`config.mk`:
```
export PLATFORM = sky130hd
export DESIGN_NAME = banked_bus_glue
export DESIGN_NICKNAME = d
export VERILOG_FILES = /design/src/rtl/glue_pkg.sv /design/src/rtl/glue_addr_decode.sv /design/src/rtl/glue_ctrl_regs.sv /design/src/rtl/glue_read_mux.sv /design/src/rtl/banked_bus_glue.sv
export SDC_FILE = /design/constraint.sdc
export NUM_CORES = 1
export LEC_CHECK = 0
export BUFFER_PORTS_ARGS = -buffer_cell sky130_fd_sc_hd__buf_2
export CAP_MARGIN = 5
export CORE_ASPECT_RATIO = 1.75
export CORE_MARGIN = 5
export CORE_UTILIZATION = 38
export CTS_CLUSTER_SIZE = 10
export DETAILED_ROUTE_END_ITERATION = 10
export GPL_TIMING_DRIVEN = 0
export MAX_ROUTING_LAYER = met4
export PLACE_DENSITY_LB_ADDON = 0.15
export SKIP_LAST_GASP = 1
export SLEW_MARGIN = 30
export SYNTH_ARGS = -nofsm -noshare
export SYNTH_HDL_FRONTEND = slang
export SYNTH_SLANG_ARGS = --single-unit
```
`constraint.sdc`:
```
create_clock -name clk -period 1.89 [get_ports clk]
set_input_delay 0.189 -clock clk [delete_from_list [all_inputs] [get_ports clk]]
set_output_delay 0.189 -clock clk [all_outputs]
set_load 0.01 [all_outputs]
```
`src/rtl/glue_pkg.sv`:
```
package glue_pkg;

    localparam int ADDR_W = 16;

    typedef enum logic [4:0] {
        RG_NONE, RG_VRAM, RG_PAL, RG_SCROLL, RG_WDOG,
        RG_DIPA, RG_COIN, RG_P1, RG_P2, RG_DIPB,
        RG_IRQEN, RG_COIN0, RG_COIN1, RG_HFLIP, RG_VFLIP,
        RG_PAGE, RG_SNDIRQ, RG_SNDCMD, RG_WRAM, RG_GFX, RG_PROM
    } region_t;

    localparam logic [15:0] A_SCROLL = 16'h8100;
    localparam logic [15:0] A_WDOG   = 16'h8120;
    localparam logic [15:0] A_DIPA   = 16'h8160;
    localparam logic [15:0] A_COIN   = 16'h8180;
    localparam logic [15:0] A_P1     = 16'h81A0;
    localparam logic [15:0] A_P2     = 16'h81C0;
    localparam logic [15:0] A_DIPB   = 16'h81E0;
    localparam logic [15:0] A_IRQEN  = 16'h8200;
    localparam logic [15:0] A_COIN0  = 16'h8202;
    localparam logic [15:0] A_COIN1  = 16'h8203;
    localparam logic [15:0] A_HFLIP  = 16'h8206;
    localparam logic [15:0] A_VFLIP  = 16'h8207;
    localparam logic [15:0] A_PAGE   = 16'h8300;
    localparam logic [15:0] A_SNDIRQ = 16'h8600;
    localparam logic [15:0] A_SNDCMD = 16'h8700;

    function automatic region_t classify(input logic [15:0] a);
        region_t r;
        r = RG_NONE;
        if (!a[15])                      r = RG_VRAM;
        else if (a[15:4] == 12'h800)     r = RG_PAL;
        else if (a == A_SCROLL)          r = RG_SCROLL;
        else if (a == A_WDOG)            r = RG_WDOG;
        else if (a == A_DIPA)            r = RG_DIPA;
        else if (a == A_COIN)            r = RG_COIN;
        else if (a == A_P1)              r = RG_P1;
        else if (a == A_P2)              r = RG_P2;
        else if (a == A_DIPB)            r = RG_DIPB;
        else if (a == A_IRQEN)           r = RG_IRQEN;
        else if (a == A_COIN0)           r = RG_COIN0;
        else if (a == A_COIN1)           r = RG_COIN1;
        else if (a == A_HFLIP)           r = RG_HFLIP;
        else if (a == A_VFLIP)           r = RG_VFLIP;
        else if (a == A_PAGE)            r = RG_PAGE;
        else if (a == A_SNDIRQ)          r = RG_SNDIRQ;
        else if (a == A_SNDCMD)          r = RG_SNDCMD;
        else if (a[15:11] == 5'b10001)   r = RG_WRAM;
        else if (a[15:12] == 4'h9)       r = RG_GFX;
        else if (a >= 16'hA000)          r = RG_PROM;
        return r;
    endfunction

endpackage

```
`src/rtl/glue_addr_decode.sv`:
```
module glue_addr_decode
    import glue_pkg::*;
(
    input  logic        clk,
    input  logic        rst,
    input  logic [15:0] addr,
    input  logic        rd,
    input  logic        wr,
    output region_t     region,
    output logic        vram_cs,
    output logic        vram_we,
    output logic        wram_cs,
    output logic        wram_we,
    output logic        prom_cs,
    output logic        pal_we
);

    logic acc;

    always_comb begin
        acc     = rd || wr;
        region  = classify(addr);
        vram_cs = acc && (region == RG_VRAM);
        vram_we = wr  && (region == RG_VRAM);
        wram_cs = acc && (region == RG_WRAM);
        wram_we = wr  && (region == RG_WRAM);
        prom_cs = rd  && (region == RG_PROM);
        pal_we  = wr  && (region == RG_PAL);
    end

    // at most one memory selected per access
    a_r1_sel_onehot: assert property (@(posedge clk) disable iff (rst)
        $onehot0({vram_cs, wram_cs, prom_cs, pal_we}));

    // program ROM never selected by a write
    a_r3_prom_no_write: assert property (@(posedge clk) disable iff (rst)
        wr |-> !prom_cs);

endmodule

```
`src/rtl/glue_ctrl_regs.sv`:
```
module glue_ctrl_regs
    import glue_pkg::*;
#(
    parameter int DATA_W = 8,
    parameter int PAGE_W = 4,
    parameter int COIN_N = 2
) (
    input  logic              clk,
    input  logic              rst,
    input  logic              rd,
    input  logic              wr,
    input  region_t           region,
    input  logic [DATA_W-1:0] wdata,
    input  logic              frame_tick,
    output logic [PAGE_W-1:0] page,
    output logic              irq_en,
    output logic              cpu_irq,
    output logic              wdog_kick,
    output logic [COIN_N-1:0] coin_pulse,
    output logic              hflip,
    output logic              vflip,
    output logic [DATA_W-1:0] scroll,
    output logic [DATA_W-1:0] snd_cmd,
    output logic              snd_irq
);

    typedef struct packed {
        logic              irq_en;
        logic              irq;
        logic [PAGE_W-1:0] page;
        logic              hflip;
        logic              vflip;
        logic [DATA_W-1:0] scroll;
        logic [DATA_W-1:0] snd_cmd;
        logic              snd_irq;
        logic              wdog;
        logic [COIN_N-1:0] coin;
    } ctrl_t;

    ctrl_t st_d, st_q;

    always_comb begin
        st_d         = st_q;
        st_d.wdog    = 1'b0;
        st_d.coin    = '0;
        st_d.snd_irq = 1'b0;
        if (wr) begin
            case (region)
                RG_IRQEN:  st_d.irq_en  = wdata[0];
                RG_PAGE:   st_d.page    = wdata[PAGE_W-1:0];
                RG_HFLIP:  st_d.hflip   = wdata[0];
                RG_VFLIP:  st_d.vflip   = wdata[0];
                RG_SCROLL: st_d.scroll  = wdata;
                RG_SNDCMD: st_d.snd_cmd = wdata;
                RG_SNDIRQ: st_d.snd_irq = 1'b1;
                RG_COIN0:  st_d.coin[0] = wdata[0];
                RG_COIN1:  st_d.coin[COIN_N-1] = wdata[0];
                default: ;
            endcase
        end
        if (rd && region == RG_WDOG) st_d.wdog = 1'b1;
        // the enable value after this cycle's write governs the tick
        st_d.irq = frame_tick && st_d.irq_en;
    end

    always_ff @(posedge clk) begin
        if (rst) st_q <= '0;
        else     st_q <= st_d;
    end

    always_comb begin
        page       = st_q.page;
        irq_en     = st_q.irq_en;
        cpu_irq    = st_q.irq;
        wdog_kick  = st_q.wdog;
        coin_pulse = st_q.coin;
        hflip      = st_q.hflip;
        vflip      = st_q.vflip;
        scroll     = st_q.scroll;
        snd_cmd    = st_q.snd_cmd;
        snd_irq    = st_q.snd_irq;
    end

    // interrupt only while enabled
    a_r7_irq_masked: assert property (@(posedge clk) disable iff (rst)
        cpu_irq |-> irq_en);

    // watchdog read yields kick next cycle
    a_r8_wdog_follows_read: assert property (@(posedge clk) disable iff (rst)
        (rd && region == RG_WDOG) |=> wdog_kick);

    // kick has no other cause
    a_r8_wdog_cause: assert property (@(posedge clk) disable iff (rst)
        wdog_kick |-> $past(rd && region == RG_WDOG));

    // coin pulse only after a bit-0 write at its address
    a_r10_coin_cause: assert property (@(posedge clk) disable iff (rst)
        coin_pulse[0] |-> $past(wr && region == RG_COIN0 && wdata[0]));

    // sound strobe only after a write at its address
    a_r12_sndirq_cause: assert property (@(posedge clk) disable iff (rst)
        snd_irq |-> $past(wr && region == RG_SNDIRQ));

endmodule

```
`src/rtl/glue_read_mux.sv`:
```
module glue_read_mux
    import glue_pkg::*;
#(
    parameter int DATA_W    = 8,
    parameter int PAGE_W    = 4,
    parameter int OFFS_W    = 12,
    parameter int POP_PAGES = 9
) (
    input  logic                     clk,
    input  logic                     rst,
    input  logic                     rd,
    input  region_t                  region,
    input  logic [OFFS_W-1:0]        offs,
    input  logic [PAGE_W-1:0]        page,
    input  logic [DATA_W-1:0]        vram_rdata,
    input  logic [DATA_W-1:0]        wram_rdata,
    input  logic [DATA_W-1:0]        prom_rdata,
    input  logic [DATA_W-1:0]        gfx_rdata,
    input  logic [DATA_W-1:0]        dip_a_n,
    input  logic [DATA_W-1:0]        dip_b_n,
    input  logic [DATA_W-1:0]        coin_in_n,
    input  logic [DATA_W-1:0]        p1_in_n,
    input  logic [DATA_W-1:0]        p2_in_n,
    output logic                     gfx_cs,
    output logic [PAGE_W+OFFS_W-1:0] gfx_addr,
    output logic [DATA_W-1:0]        rdata
);

    localparam logic [PAGE_W:0] POP_LIM = (PAGE_W+1)'(POP_PAGES);

    logic page_ok;

    always_comb begin
        page_ok  = {1'b0, page} < POP_LIM;
        gfx_addr = {page, offs};
        gfx_cs   = rd && (region == RG_GFX) && page_ok;
        rdata    = '1;
        case (region)
            RG_VRAM: rdata = vram_rdata;
            RG_WRAM: rdata = wram_rdata;
            RG_PROM: rdata = prom_rdata;
            RG_GFX:  rdata = page_ok ? gfx_rdata : '0;
            RG_DIPA: rdata = dip_a_n;
            RG_DIPB: rdata = dip_b_n;
            RG_COIN: rdata = coin_in_n;
            RG_P1:   rdata = p1_in_n;
            RG_P2:   rdata = p2_in_n;
            default: rdata = '1;
        endcase
    end

    // an unselected window read must come back zero
    a_r6_empty_zero: assert property (@(posedge clk) disable iff (rst)
        (rd && region == RG_GFX && !gfx_cs) |-> (rdata == '0));

endmodule

```
`src/rtl/banked_bus_glue.sv`:
```
module banked_bus_glue
    import glue_pkg::*;
#(
    parameter int DATA_W    = 8,
    parameter int PAGE_W    = 4,
    parameter int OFFS_W    = 12,
    parameter int POP_PAGES = 9,
    parameter int COIN_N    = 2,
    parameter int PAL_W     = 4
) (
    input  logic                     clk,
    input  logic                     rst,
    input  logic [ADDR_W-1:0]        cpu_addr,
    input  logic [DATA_W-1:0]        cpu_wdata,
    input  logic                     cpu_rd,
    input  logic                     cpu_wr,
    output logic [DATA_W-1:0]        cpu_rdata,
    input  logic                     frame_tick,
    output logic                     cpu_irq,
    output logic                     vram_cs,
    output logic                     vram_we,
    input  logic [DATA_W-1:0]        vram_rdata,
    output logic                     wram_cs,
    output logic                     wram_we,
    input  logic [DATA_W-1:0]        wram_rdata,
    output logic                     prom_cs,
    input  logic [DATA_W-1:0]        prom_rdata,
    output logic                     gfx_cs,
    output logic [PAGE_W+OFFS_W-1:0] gfx_addr,
    input  logic [DATA_W-1:0]        gfx_rdata,
    output logic                     pal_we,
    output logic [PAL_W-1:0]         pal_idx,
    input  logic [DATA_W-1:0]        dip_a_n,
    input  logic [DATA_W-1:0]        dip_b_n,
    input  logic [DATA_W-1:0]        coin_in_n,
    input  logic [DATA_W-1:0]        p1_in_n,
    input  logic [DATA_W-1:0]        p2_in_n,
    output logic                     wdog_kick,
    output logic [COIN_N-1:0]        coin_pulse,
    output logic                     hflip,
    output logic                     vflip,
    output logic [DATA_W-1:0]        scroll,
    output logic [DATA_W-1:0]        snd_cmd,
    output logic                     snd_irq
);

    region_t           region;
    logic [PAGE_W-1:0] page;
    logic              irq_en;

    assign pal_idx = cpu_addr[PAL_W-1:0];

    glue_addr_decode u_dec (
        .clk     (clk),
        .rst     (rst),
        .addr    (cpu_addr),
        .rd      (cpu_rd),
        .wr      (cpu_wr),
        .region  (region),
        .vram_cs (vram_cs),
        .vram_we (vram_we),
        .wram_cs (wram_cs),
        .wram_we (wram_we),
        .prom_cs (prom_cs),
        .pal_we  (pal_we)
    );

    glue_ctrl_regs #(
        .DATA_W (DATA_W),
        .PAGE_W (PAGE_W),
        .COIN_N (COIN_N)
    ) u_regs (
        .clk        (clk),
        .rst        (rst),
        .rd         (cpu_rd),
        .wr         (cpu_wr),
        .region     (region),
        .wdata      (cpu_wdata),
        .frame_tick (frame_tick),
        .page       (page),
        .irq_en     (irq_en),
        .cpu_irq    (cpu_irq),
        .wdog_kick  (wdog_kick),
        .coin_pulse (coin_pulse),
        .hflip      (hflip),
        .vflip      (vflip),
        .scroll     (scroll),
        .snd_cmd    (snd_cmd),
        .snd_irq    (snd_irq)
    );

    glue_read_mux #(
        .DATA_W    (DATA_W),
        .PAGE_W    (PAGE_W),
        .OFFS_W    (OFFS_W),
        .POP_PAGES (POP_PAGES)
    ) u_rmux (
        .clk        (clk),
        .rst        (rst),
        .rd         (cpu_rd),
        .region     (region),
        .offs       (cpu_addr[OFFS_W-1:0]),
        .page       (page),
        .vram_rdata (vram_rdata),
        .wram_rdata (wram_rdata),
        .prom_rdata (prom_rdata),
        .gfx_rdata  (gfx_rdata),
        .dip_a_n    (dip_a_n),
        .dip_b_n    (dip_b_n),
        .coin_in_n  (coin_in_n),
        .p1_in_n    (p1_in_n),
        .p2_in_n    (p2_in_n),
        .gfx_cs     (gfx_cs),
        .gfx_addr   (gfx_addr),
        .rdata      (cpu_rdata)
    );

    // latches idle straight after reset
    a_r13_reset_clear: assert property (@(posedge clk)
        $past(rst) |-> (!hflip && !vflip && !cpu_irq && page == '0));

endmodule

```
Yosys cells after proc, flatten, opt, wreduce, memory -nomap -nowiden
Cells that the tools add are included.

operators by class
  reduce and logical (&&, ||, !) cells = 19
  equality and inequality tests = 38
  $lt $le $gt $ge = 2
  bitwise gates (word level) = 3
  muxes and demuxes = 26

operators with widths
  cell                                                        number
  == test 16 bit (second input constant)                      15
  two-way mux 5 bit                                           20
  case mux 8 bit (9 select lines)                             1
  == test 5 x 4 -> 1 bit (second input constant)              8
  == test 5 bit (second input constant)                       6
  == test 5 x 3 -> 1 bit (second input constant)              4
  greater-or-equal comparator 16 bit (second input constant)  1
  == test 12 bit (second input constant)                      1
  == test 5 x 2 -> 1 bit (second input constant)              2
  logical AND 1 bit                                           10
  AND reduction 2 bit                                         5
  two-way mux 8 bit                                           1
  OR reduction 3 bit                                          2
  == test 5 x 1 -> 1 bit (second input constant)              1
  == test 4 bit (second input constant)                       1
  less-than comparator 4 bit (second input constant)          1
  two-way mux 1 bit                                           4
  inverter 1 bit                                              3
  OR reduction 2 bit                                          1
  logical OR 1 bit                                            1

word-level totals
  input bits = 101
  output and inout bits = 58
  register bits = 28

Longest topological paths before layout
Gate-level depths: netlist (run 1).

  depth in word-level cells = 25
  gate-level depth with buffers = 8
  gate-level depth less buffers = 6

Modules after synthesis
Synthesis (run 1) repeated with hierarchy kept, for this count alone.

unflattened totals
  cells, all modules = 279
  area total of the unflattened synthesis = 2458.6 µm²

by module, submodules not included
  module            area each (µm²)  sequential area each (µm²)  times used  cells an instance
  glue_ctrl_regs    1176.1           560.5                       1           109
  glue_read_mux     845.8            0.0                         1           105
  glue_addr_decode  406.6            0.0                         1           61
  banked_bus_glue   30.0             0.0                         1           4

Worst setup path before layout (run 1)
No wires, ideal clock.

  kind = input to output
  start point = in cpu_addr[11]
  end point = out pal_we
  setup slack = -0.172 ns
  cell stages on the path = 6
  path buffers = 1
  required time = 1.701 ns
  data arrival time = 1.873 ns
  cells stage by stage = nor3_1 nand4_4 nor4_4 nor3b_1 buf_2 nor3_1

between the ends
  word-level cells in the longest chain between the ends = 23
  elaborated cells between the ends (all ways) = 40

ends and longest elaborated chain
  element                             RTL line                text
  start, declared                     banked_bus_glue.sv:13   input logic [ADDR_W-1:0] cpu_addr,
  greater-or-equal comparator 16 bit  glue_pkg.sv:50          else if (a >= 16'hA000) r = RG_PROM;
  two-way mux 5 bit                   glue_pkg.sv:50
  two-way mux 5 bit                   glue_pkg.sv:49          else if (a[15:12] == 4'h9) r = RG_GFX;
  two-way mux 5 bit                   glue_pkg.sv:48          else if (a[15:11] == 5'b10001) r = RG_WRAM;
  two-way mux 5 bit                   glue_pkg.sv:47          else if (a == A_SNDCMD) r = RG_SNDCMD;
  two-way mux 5 bit                   glue_pkg.sv:46          else if (a == A_SNDIRQ) r = RG_SNDIRQ;
  two-way mux 5 bit                   glue_pkg.sv:45          else if (a == A_PAGE) r = RG_PAGE;
  two-way mux 5 bit                   glue_pkg.sv:44          else if (a == A_VFLIP) r = RG_VFLIP;
  [... 7 more ...]                    -
  two-way mux 5 bit                   glue_pkg.sv:36          else if (a == A_COIN) r = RG_COIN;
  two-way mux 5 bit                   glue_pkg.sv:35          else if (a == A_DIPA) r = RG_DIPA;
  two-way mux 5 bit                   glue_pkg.sv:34          else if (a == A_WDOG) r = RG_WDOG;
  two-way mux 5 bit                   glue_pkg.sv:33          else if (a == A_SCROLL) r = RG_SCROLL;
  two-way mux 5 bit (*)               glue_pkg.sv:32          else if (a[15:4] == 12'h800) r = RG_PAL;
  two-way mux 5 bit (*)               glue_pkg.sv:31          if (!a[15]) r = RG_VRAM;
  == test 5 x 2 -> 1 bit (*)          glue_addr_decode.sv:28  pal_we = wr && (region == RG_PAL);
  logical AND 1 bit (*)               glue_addr_decode.sv:28
  end, declared                       banked_bus_glue.sv:31   output logic pal_we,

Every way passes the cells marked *; elsewhere a longest branch is shown, timed or not.

Final worst setup path (run 1)
  start point = in cpu_addr[1]
  end point = out pal_we

between the ends
  word-level cells in the longest chain between the ends = 23
  elaborated cells between the ends (all ways) = 38

ends and longest elaborated chain
  element                             RTL line
  greater-or-equal comparator 16 bit  glue_pkg.sv:50
  two-way mux 5 bit                   glue_pkg.sv:50
  two-way mux 5 bit                   glue_pkg.sv:49
  two-way mux 5 bit                   glue_pkg.sv:48
  two-way mux 5 bit                   glue_pkg.sv:47
  two-way mux 5 bit                   glue_pkg.sv:46
  two-way mux 5 bit                   glue_pkg.sv:45
  two-way mux 5 bit                   glue_pkg.sv:44
  [... 7 more ...]                    -
  two-way mux 5 bit                   glue_pkg.sv:36
  two-way mux 5 bit                   glue_pkg.sv:35
  two-way mux 5 bit                   glue_pkg.sv:34
  two-way mux 5 bit (*)               glue_pkg.sv:33
  two-way mux 5 bit (*)               glue_pkg.sv:32
  two-way mux 5 bit (*)               glue_pkg.sv:31
  == test 5 x 2 -> 1 bit (*)          glue_addr_decode.sv:28
  logical AND 1 bit (*)               glue_addr_decode.sv:28

Marks and branches as above.

==> metrics, run 1 <==
status complete, but fails checks; failing checks setup timing; Pint 0.990 mW; FFs w/ async S/R, synth 0%; worst-path maximum fanout 5; Clock transition at path regs 0.09 ns; max incr delay on CP approximately 0.4 ns; critical path data arrival time 1.86 ns; maxcap violations 0; register area 561 um2; commonest non-fill, non-tap cell in the layout buf_2; Worst-Margin Slew 0.529 ns; fillers 520; Worst-Skew Late Latency 0.28 ns; Via Count 3242; Max Clk Rate 489 MHz; Yosys warning count 0; RSZ-0062 raised after global routing true; Post-synth EDFFs 0; crit start category primary input; DPL Wire Length 7.69 mm; relative slew slack between 60% and 70%; ANT cells 0; most frequent CP cell buf_4; min Tclk post-route 2.04 ns; CTS tree yes; DP Cell Count 537; synthesized instance count 299; worst hold start cpu_wdata[5]; P&R area growth vs syn 78.8%; synth unique cells 53; Synth Net Count 400; #FFs+latches synth 28; Via density 5.65; commonest non-fill, non-tap cells in the layout 152 x buf_2, 47 x buf_4, 33 x a21oi_1; vias in the first global route between 3000 and 4000; Reg2Reg Launch Point u_regs.page[3]; die width 69.3 um; WP data required 1.70 ns; Num CTS Buffers 3; CTS root buf clkbuf_8; endpoints failing hold 0; Max Root-Sink Buffers 2; number of top-level pins between 150 and 200; die height about 110 um; Final period util 108%; Comb pwr share 36.7%; nets@finish a little under 600; worst path cell trace buf_12 -> buf_4 -> buf_4 -> a2111o_1 -> o2111ai_1 -> nand3_2 -> nor3b_4 -> buf_4 -> nor3_4 -> buf_2; type of destination of the critical path output pin; fin. max-slew vios 0; global-route wire length before repair between 15 and 20 mm; initial antenna violation count 0; post-cts hold buffer count 0; clk sink count 28; DRC 0; grt total ovfl 0; CP max stage cell a2111o_1; placer congestion estimate about 0.97; initial DRC count 247; area post-placement around 3300 um2; I/O Buffers 158; total power 1.46 mW; footprint of the multi-input gates 2070 um2; final wirelength 10.6 mm; Final Skew 0.000165 ns; Cell Rows 38; min-delay worst type in2reg; Reg power frac 40.8%; Setup TNS Final -1.69 ns; pin count of the biggest net entering global routing 15; Pleak 1.86 nW; DR WL/cell approximately 19 um; Starting Density 38.5%; utilization after layout between 60 and 70%; fin area 4190 um2; cell family with most CP delay buffers and inverters; PD cells 348 nW/um2; worst path bufs/invs 5; core box area 6090 um2; Worst Setup Slack, final -0.155 ns; Total Routing Usage GR 24.9%; Post-synth top flop dfxtp_1; post-route ant nets 0; first-pass iteration count of the detailed router 5; H-tree Lvls 1; final setup vio count 20; kind of critical path in2out; clock group share of total power 22.5%; final cell count without fillers around 570; Critical Path Start cpu_addr[1]; sw frac 32.1%; Cell Area, Synth 2340 um2; Syn Area/Cell 7.83 um2; Seq/Total Area, Yosys roughly a quarter; peak supply drop 0.000614 V; Worst R2R Setup Slack 1.10 ns; share of cells above drive strength 1 59.3%; Switch Pwr between 0.4 and 0.5 mW; die footprint 7900 um2
[logic make-up after synthesis]
kind of cell              count (synthesis)  synth area share [%]
AOI/OAI and AO/OA                        92                  26.9
xor gates and xnor gates                  1                 0.374
buffers and inverters                    35                  8.81
DFF                                      28                  23.9
muxes                                     9                  3.85
and+or+nand+nor                         134                  36.1
[per-stage QoR]
| stage | setup slack, ns | hold slack [ns] |
|---|---|---|
| floorplan | -0.00279 | 0.321 |
| global placement | -0.806 | 0.458 |
| detailed placement | -0.603 | 0.455 |
| CTS | -0.145 | 0.172 |
| global route | -0.233 | 0.197 |
| finish | -0.155 | 0.179 |
[worst paths after layout]
| path | to | depth (start not counted) |
|---|---|---|
| min | u_regs.snd_cmd[5] | 3 |
| max reg2reg | u_regs.page[3] | 2 |
| min reg2reg | u_regs.vflip | 2 |
| max | pal_we | 10 |
[state kept, by name, summed over array words and instances (netlist names)]
register           cells
u_regs.coin_pulse      2
u_regs.cpu_irq         1
u_regs.hflip           1
u_regs.irq_en          1
u_regs.page            4
u_regs.scroll          8
u_regs.snd_cmd         8
u_regs.snd_irq         1
u_regs.vflip           1
u_regs.wdog_kick       1
[power by group through the flow]
stage,logic [mW],registers [mW],clock network [mW]
6_report,0.535,0.595,0.329
3_3_place_gp,0.423,0.608,0
2_1_floorplan,0.209,0.610,0
4_1_cts,0.474,0.594,0.334
3_5_place_dp,0.431,0.608,0
5_1_grt,0.576,0.596,0.354
[per-layer routing]
metal	global-route usage [%]	vias to the layer above	wire, um
met5	-	-	0
met4	9.91	0	329
met3	3.26	25	525
met2	47.0	123	5930
met1	25.8	1546	3840
li1	-	1548	-
[layout make-up]
| type | count | share of cell area (%) |
|---|---|---|
| Tap cell | 80 | 2.39 |
| Sequential cell | 28 | 13.4 |
| Timing Repair Buffer | 198 | 28.9 |
| Buffer | 27 | 4.84 |
| Multi-Input combinational cell | 237 | 49.5 |
| Inverter | 1 | 0.0896 |
| Clock buffer | 3 | 0.986 |
[cells in the mapped netlist (6+ instances only)]
library cell	instances	area (um2)
a21oi_1	35	175
a221o_1	9	90.1
a221oi_1	8	70.1
a22oi_1	8	60.1
buf_2	6	30.0
buf_4	16	120
clkbuf_1	10	37.5
dfxtp_1	28	561
mux2i_1	9	90.1
nand2_1	17	63.8
nand2b_1	15	93.8
nand3_1	14	70.1
nand4_1	18	113
nor2_1	18	67.6
nor3_1	6	30.0
nor4_1	7	43.8
o21ai_0	8	40.0
o31ai_1	11	82.6
[repair_timing]
action / 4_1_cts / 5_1_grt
resized for setup: 45 / 69
pin swaps: 21 / 31
endpoints found under the setup margin: 36 / 39
setup buffers: 20 / 18
cloned: 1 / 2
[tightest hold or removal path, stage by stage]
cell	delay (ns)
buf_2	0.11
nand4_1	0.06
a21oi_1	0.06
Power figures use the tool's default switching activity.
==> inputs of run 2 (changes only) <==
- BUFFER_PORTS_ARGS: -buffer_cell sky130_fd_sc_hd__buf_2 -> unset
- CORE_UTILIZATION: 38 -> 55
- DONT_BUFFER_PORTS: unset -> 1
==> run 2 against run 1 <==
Net effect:
- the flow still finishes with violations (setup timing)
- clock-buffer cell count is 1 higher
- worst hold slack worse by 0.13 ns
- worst setup slack better by 0.15 ns
- flip-flop and latch count stayed put
- global-route usage is 3.6 points higher
- sequential power hardly changed
==> metrics, run 2 (synthesized netlist as in run 1, its figures left out) <==
post-route ant nets 0 (unchanged); Place WS -0.380 ns (+0.223 ns); final setup vio count 1 (-95%); DR WL/cell 23.9 um (+29%); pin count of the biggest net entering global routing 16 (+1); PD cells 439 nW/um2 (+26%); Via Count 2593 (-20%); grt total ovfl 0 (unchanged); first-pass iteration count of the detailed router 6 (+1); nets@finish 421 (-29%); Worst-Skew Late Latency 0.27 ns (about the same); FF-to-FF End u_regs.page[3]; commonest non-fill, non-tap cells in the layout 33 x a21oi_1, 33 x buf_4, 26 x dfxtp_1; worst-path maximum fanout 8 (+3); Met2 Routed Length 4.85 mm (-18%); DRC 0 (unchanged); endpoints failing hold 0 (unchanged); Max Clk Rate 529 MHz (+8.1%); Reg2Reg Launch Point u_regs.page[3]; die width 59.3 um (-14%); hold_ws 0.0517 ns (-0.127 ns); vias in the first global route 2442 (-24%); Metal-1 WL 2.91 mm (-24%); CTS root buf clkbuf_8; share of cells above drive strength 1 28.8% (-30 points); final wirelength 8.78 mm (-17%); critical path data arrival time 1.70 ns (-0.16 ns); Routed met3 length 765 um (+46%); Final period util 100% (-8.1 points); Clock transition at path regs 0.09 ns (about the same); I/O Buffers 0 (-100%); die footprint 5720 um2 (-28%); H-tree Lvls 1 (unchanged); initial antenna violation count 0 (unchanged); peak supply drop 0.000661 V (+7.6%); kind of critical path in2out; Via density 7.05 (+25%); relative slew slack 65.4% (+0.68 points); Starting Density 56.4% (+18 points); max incr delay on CP 0.56 ns (+0.17 ns); critical path depth 7 (-3); core box area 4150 um2 (-32%); fin. max-slew vios 0 (unchanged); worst hold start cpu_wdata[1]; post-cts hold buffer count 0 (unchanged); type of destination of the critical path output pin; worst path cell trace or4_4 -> buf_8 -> o21ai_2 -> nand3_2 -> nor3b_4 -> buf_6 -> nor3_4; RSZ-0062 raised after global routing true; final cell count without fillers 368 (-36%); Worst Setup Slack, final -0.00103 ns (+0.154 ns); number of top-level pins 159 (unchanged); die height 96.3 um (-15%); placer congestion estimate 0.894 (-7.4%); min-delay worst type in2reg; Top Layer Used met4; ANT cells 0 (unchanged); Worst-Margin Slew 0.515 ns (-0.0140 ns); initial DRC count 217 (-12%); Final Skew 0.000424 ns (+0.000259 ns); DP Cell Count 348 (-35%); R2R cell count 2 (unchanged); crit start category primary input; failing checks setup timing; global-route wire length before repair 12.2 mm (-23%); DPL Wire Length 6.66 mm (-13%); Max Root-Sink Buffers 2 (unchanged); maxcap violations 0 (unchanged); worst hold stages 2 (-1); min Tclk post-route 1.89 ns (-0.154 ns); Pleak 1.02 nW (-45%); clk sink count 28 (unchanged); Total Routing Usage GR 28.5% (+3.6 points); CTS tree yes; Cell Rows 31 (-18%); status complete, but fails checks; worst path bufs/invs 2 (-3); fillers 354 (-32%); WP data required 1.70 ns (about the same); Worst R2R Setup Slack 1.04 ns (-0.06 ns); CP max stage cell or4_4; P&R area growth vs syn 22.3%; Num CTS Buffers 3 (unchanged); cell family with most CP delay simple AND/OR/NAND/NOR gates; WHS Endpoint u_regs.page[1]
==> run 2: cell types whose count changed in the layout (fill, tap and decap cells not counted), moves of 9 or more <==
cell | previous run | this run
buf_2 | 152 | 2
buf_4 | 47 | 33
buf_6 | 15 | 5
o31ai_1 | 0 | 9
o31ai_4 | 10 | 0
==> run 2: through the flow <==
stage	area [um2]	power (mW)	setup TNS, ns	util [%]
2_1_floorplan	2420	0.819	-0.0237	-
3_3_place_gp	2480	0.855	-9.29	59.7
3_5_place_dp	2490	0.859	-7.57	60.0
4_1_cts	2720	1.24	-0.0917	65.4
5_1_grt	2860	1.31	-0.458	69.0
6_report	2860	1.26	-0.00103	69.0
==> run 2: timing repair <==
| action | in CTS | in global routing |
|---|---|---|
| cloned | 1 | 0 |
| setup endpoints to repair | 12 | 34 |
| setup buffers | 13 | 6 |
| resized for setup | 13 | 28 |
| pin swaps | 9 | 16 |
==> run 2: layout make-up <==
class / instances / area [um2] / share of cell area, %
multi-input cells: 237 / 1820 / 63.5
flip-flops and latches: 28 / 566 / 19.7
plain buffers: 30 / 210 / 7.34
repair buffers: 19 / 150 / 5.24
well taps: 49 / 61.3 / 2.14
clock buffers: 4 / 55.1 / 1.92
inverters: 1 / 3.75 / 0.131
==> run 2: worst max path at each step <==
stage | startpoint | end | slack (ns)
after floorplan | cpu_addr[14] | cpu_rdata[0] | -0.003
after global placement | cpu_addr[14] | cpu_rdata[7] | -0.55
after detailed placement | cpu_addr[14] | pal_we | -0.38
after CTS | cpu_addr[14] | u_regs.page[2] | -0.03
after global routing | cpu_addr[5] | vram_we | -0.06
final | cpu_addr[5] | pal_we | -0.001
==> run 2: per-layer routing <==
metal,up-vias,track usage (%)
met1,1227,28.8
met2,145,51.5
met3,21,4.83
li1,1200,-
met5,-,-
met4,0,13.8
==> run 2: report_power, final <==
group | internal, mW | switching, mW | total, mW
logic | 0.128 | 0.170 | 0.297
registers | 0.591 | 0.00372 | 0.595
clock network | 0.187 | 0.178 | 0.364
==> run 2: worst register-to-register path, cell delays in order, from the launching register on <==
cell and delay [ns]:
dfxtp_1 0.54, nand2b_1 0.10, mux2i_1 0.14
==> inputs of run 3 (changes only) <==
- CTS_BUF_LIST: unset -> sky130_fd_sc_hd__clkbuf_16
==> run 3 against run 2 <==
Net effect:
- via count is 1.3% lower
- worst hold slack better by 0.024 ns
- worst setup slack worse by 0.0099 ns
- critical path depth stayed put
- cell area is 0.74% lower
- wire length hardly changed
- register-to-register slack hardly changed
- final cell count is 1.4% lower
- the run still ends with setup timing left
==> metrics, run 3 (synthesized netlist as in run 1, its figures left out) <==
Setup TNS Final -0.0109 ns (-0.00990 ns); Max Root-Sink Buffers 2 (unchanged); worst path bufs/invs 2 (unchanged); Comb pwr share 21.0% (-2.7 points); cell family with most CP delay simple AND/OR/NAND/NOR gates; commonest non-fill, non-tap cells in the layout 33 x a21oi_1, 30 x buf_4, 26 x dfxtp_1; I/O Buffers 0 (unchanged); Cell Rows 31 (unchanged); CTS root buf clkbuf_16; kind of critical path in2out; final wirelength 8.79 mm (about the same); Pleak 1.01 nW (-1.0%); clk sink count 28 (unchanged); WHS Endpoint u_regs.page[1]; Num CTS Buffers 3 (unchanged); Routed met3 length 790 um (+3.3%); initial DRC count 221 (+1.8%); DRC 0 (unchanged); Worst-Skew Late Latency 0.26 ns (about the same); CP max stage cell or4_4; Max Clk Rate 526 MHz (-0.52%); die width 59.3 um (unchanged); most frequent CP cell buf_6; die height 96.3 um (unchanged); register area 563 um2 (-0.44%); FF-to-FF End u_regs.page[3]; min-delay worst type in2reg; endpoints failing hold 0 (unchanged); Switch Pwr 0.360 mW (+2.7%); CTS tree yes; pin count of the biggest net entering global routing 16 (unchanged); Total Routing Usage GR 28.5% (-0.056 points); worst hold start cpu_wdata[1]; Via density 7.05 (about the same); number of top-level pins 159 (unchanged); crit start category primary input; Worst-Margin Slew 0.488 ns (-0.0265 ns); hold_ws 0.0755 ns (+0.0238 ns); Worst Setup Slack, final -0.0109 ns (-0.00990 ns); worst path cell trace or4_4 -> buf_6 -> o21ai_1 -> nand3_1 -> nor3b_2 -> buf_6 -> nor3_4; commonest non-fill, non-tap cell in the layout a21oi_1; Final period util 101% (+0.52 points); Clock transition at path regs 0.06 ns (-0.03 ns); post-route ant nets 0 (unchanged); PD cells 477 nW/um2 (+8.8%); Via Count 2558 (-1.3%); Worst R2R Setup Slack 1.04 ns (about the same); fin. max-slew vios 0 (unchanged); die footprint 5720 um2 (unchanged); min Tclk post-route 1.90 ns (+0.00990 ns); worst-path maximum fanout 10 (+2); Met2 Routed Length 4.78 mm (-1.3%); Reg power frac 44.0% (-3.4 points); RSZ-0062 raised after global routing true; Starting Density 56.4% (unchanged); type of destination of the critical path output pin; first-pass iteration count of the detailed router 4 (-2); final setup vio count 1 (unchanged); status complete, but fails checks; relative slew slack 67.5% (+2.0 points); maxcap violations 0 (unchanged); Reg2Reg Launch Point u_regs.page[3]; max incr delay on CP 0.56 ns (about the same); Top Layer Used met4; fillers 347 (-2.0%); Final Skew 0.000997 ns (+0.000573 ns); R2R cell count 2 (unchanged); ANT cells 0 (unchanged); share of cells above drive strength 1 26.8% (-2.1 points); peak supply drop 0.000727 V (+10%); nets@finish 416 (-1.2%); grt total ovfl 0 (unchanged); Metal-1 WL 2.92 mm (+0.41%); footprint of the multi-input gates 1800 um2 (-0.96%); sw frac 26.6% (-1.4 points); DR WL/cell 24.2 um (+1.4%); Place WS -0.380 ns (unchanged); H-tree Lvls 1 (unchanged); initial antenna violation count 0 (unchanged); vias in the first global route 2443 (+0.041%); DPL Wire Length 6.66 mm (unchanged); placer congestion estimate 0.894 (unchanged); clock group share of total power 35.0% (+6.0 points); Pint 0.996 mW (+10%); failing checks setup timing; core box area 4150 um2 (unchanged); critical path data arrival time 1.71 ns (about the same); worst hold stages 2 (unchanged); WP data required 1.70 ns (about the same); P&R area growth vs syn 21.4%; global-route wire length before repair 12.2 mm (-0.46%)
run 3: area by class of cell:
cell class                      instances  share of cell area, %
Buffer                                 28                   7.00
Clock buffer                            3                   2.64
Clock inverter                          1                  0.132
Inverter                                1                  0.132
Multi-Input combinational cell        237                   63.3
Sequential cell                        28                   19.8
Tap cell                               49                   2.16
Timing Repair Buffer                   16                   4.80
run 3: worst reg2reg max path, delay by kind of cell (launching register included):
kind / cells / cell delay [ns]
AND/OR/NAND/NOR: 1 / 0.10
multiplexers: 1 / 0.14
flip-flops: 1 / 0.54
run 3: worst max path at each step:
stage / endpoint / start / cells after the start / slack [ns]
floorplan: cpu_rdata[0] / cpu_addr[14] / 5 / -0.003
global placement: cpu_rdata[7] / cpu_addr[14] / 5 / -0.55
detailed placement: pal_we / cpu_addr[14] / 6 / -0.38
CTS: pal_we / cpu_addr[7] / 7 / -0.05
global route: vram_we / cpu_addr[5] / 7 / -0.05
finish: pal_we / cpu_addr[5] / 7 / -0.01
run 3: power groups by stage:
stage	Sequential (mW)	Combinational (mW)	Clock [mW]
floorplan	0.610	0.209	0
global placement	0.610	0.245	0
detailed placement	0.610	0.249	0
CTS	0.597	0.270	0.477
global route	0.597	0.304	0.512
finish	0.597	0.285	0.474
run 3: routing by layer:
layer	track usage [%]	vias up
met5	-	-
met4	13.2	0
met3	5.50	30
met1	28.5	1203
met2	51.5	138
li1	-	1187
run 3: through the flow:
stage               total power, mW  instances  util [%]  cell area (um2)
floorplan                     0.819        299         -             2420
global placement              0.855        348      59.7             2480
detailed placement            0.859        348      60.0             2490
CTS                            1.34        363      66.2             2750
global route                   1.41        363      68.5             2840
finish                         1.36        363      68.5             2840
run 3: what timing repair did:
item / in CTS / in global routing
setup endpoints to repair: 16 / 32
buffers inserted: 11 / 6
hold buffers: 0 / 0
resized for setup: 13 / 22
cloned: 1 / 0
pin swaps: 9 / 19
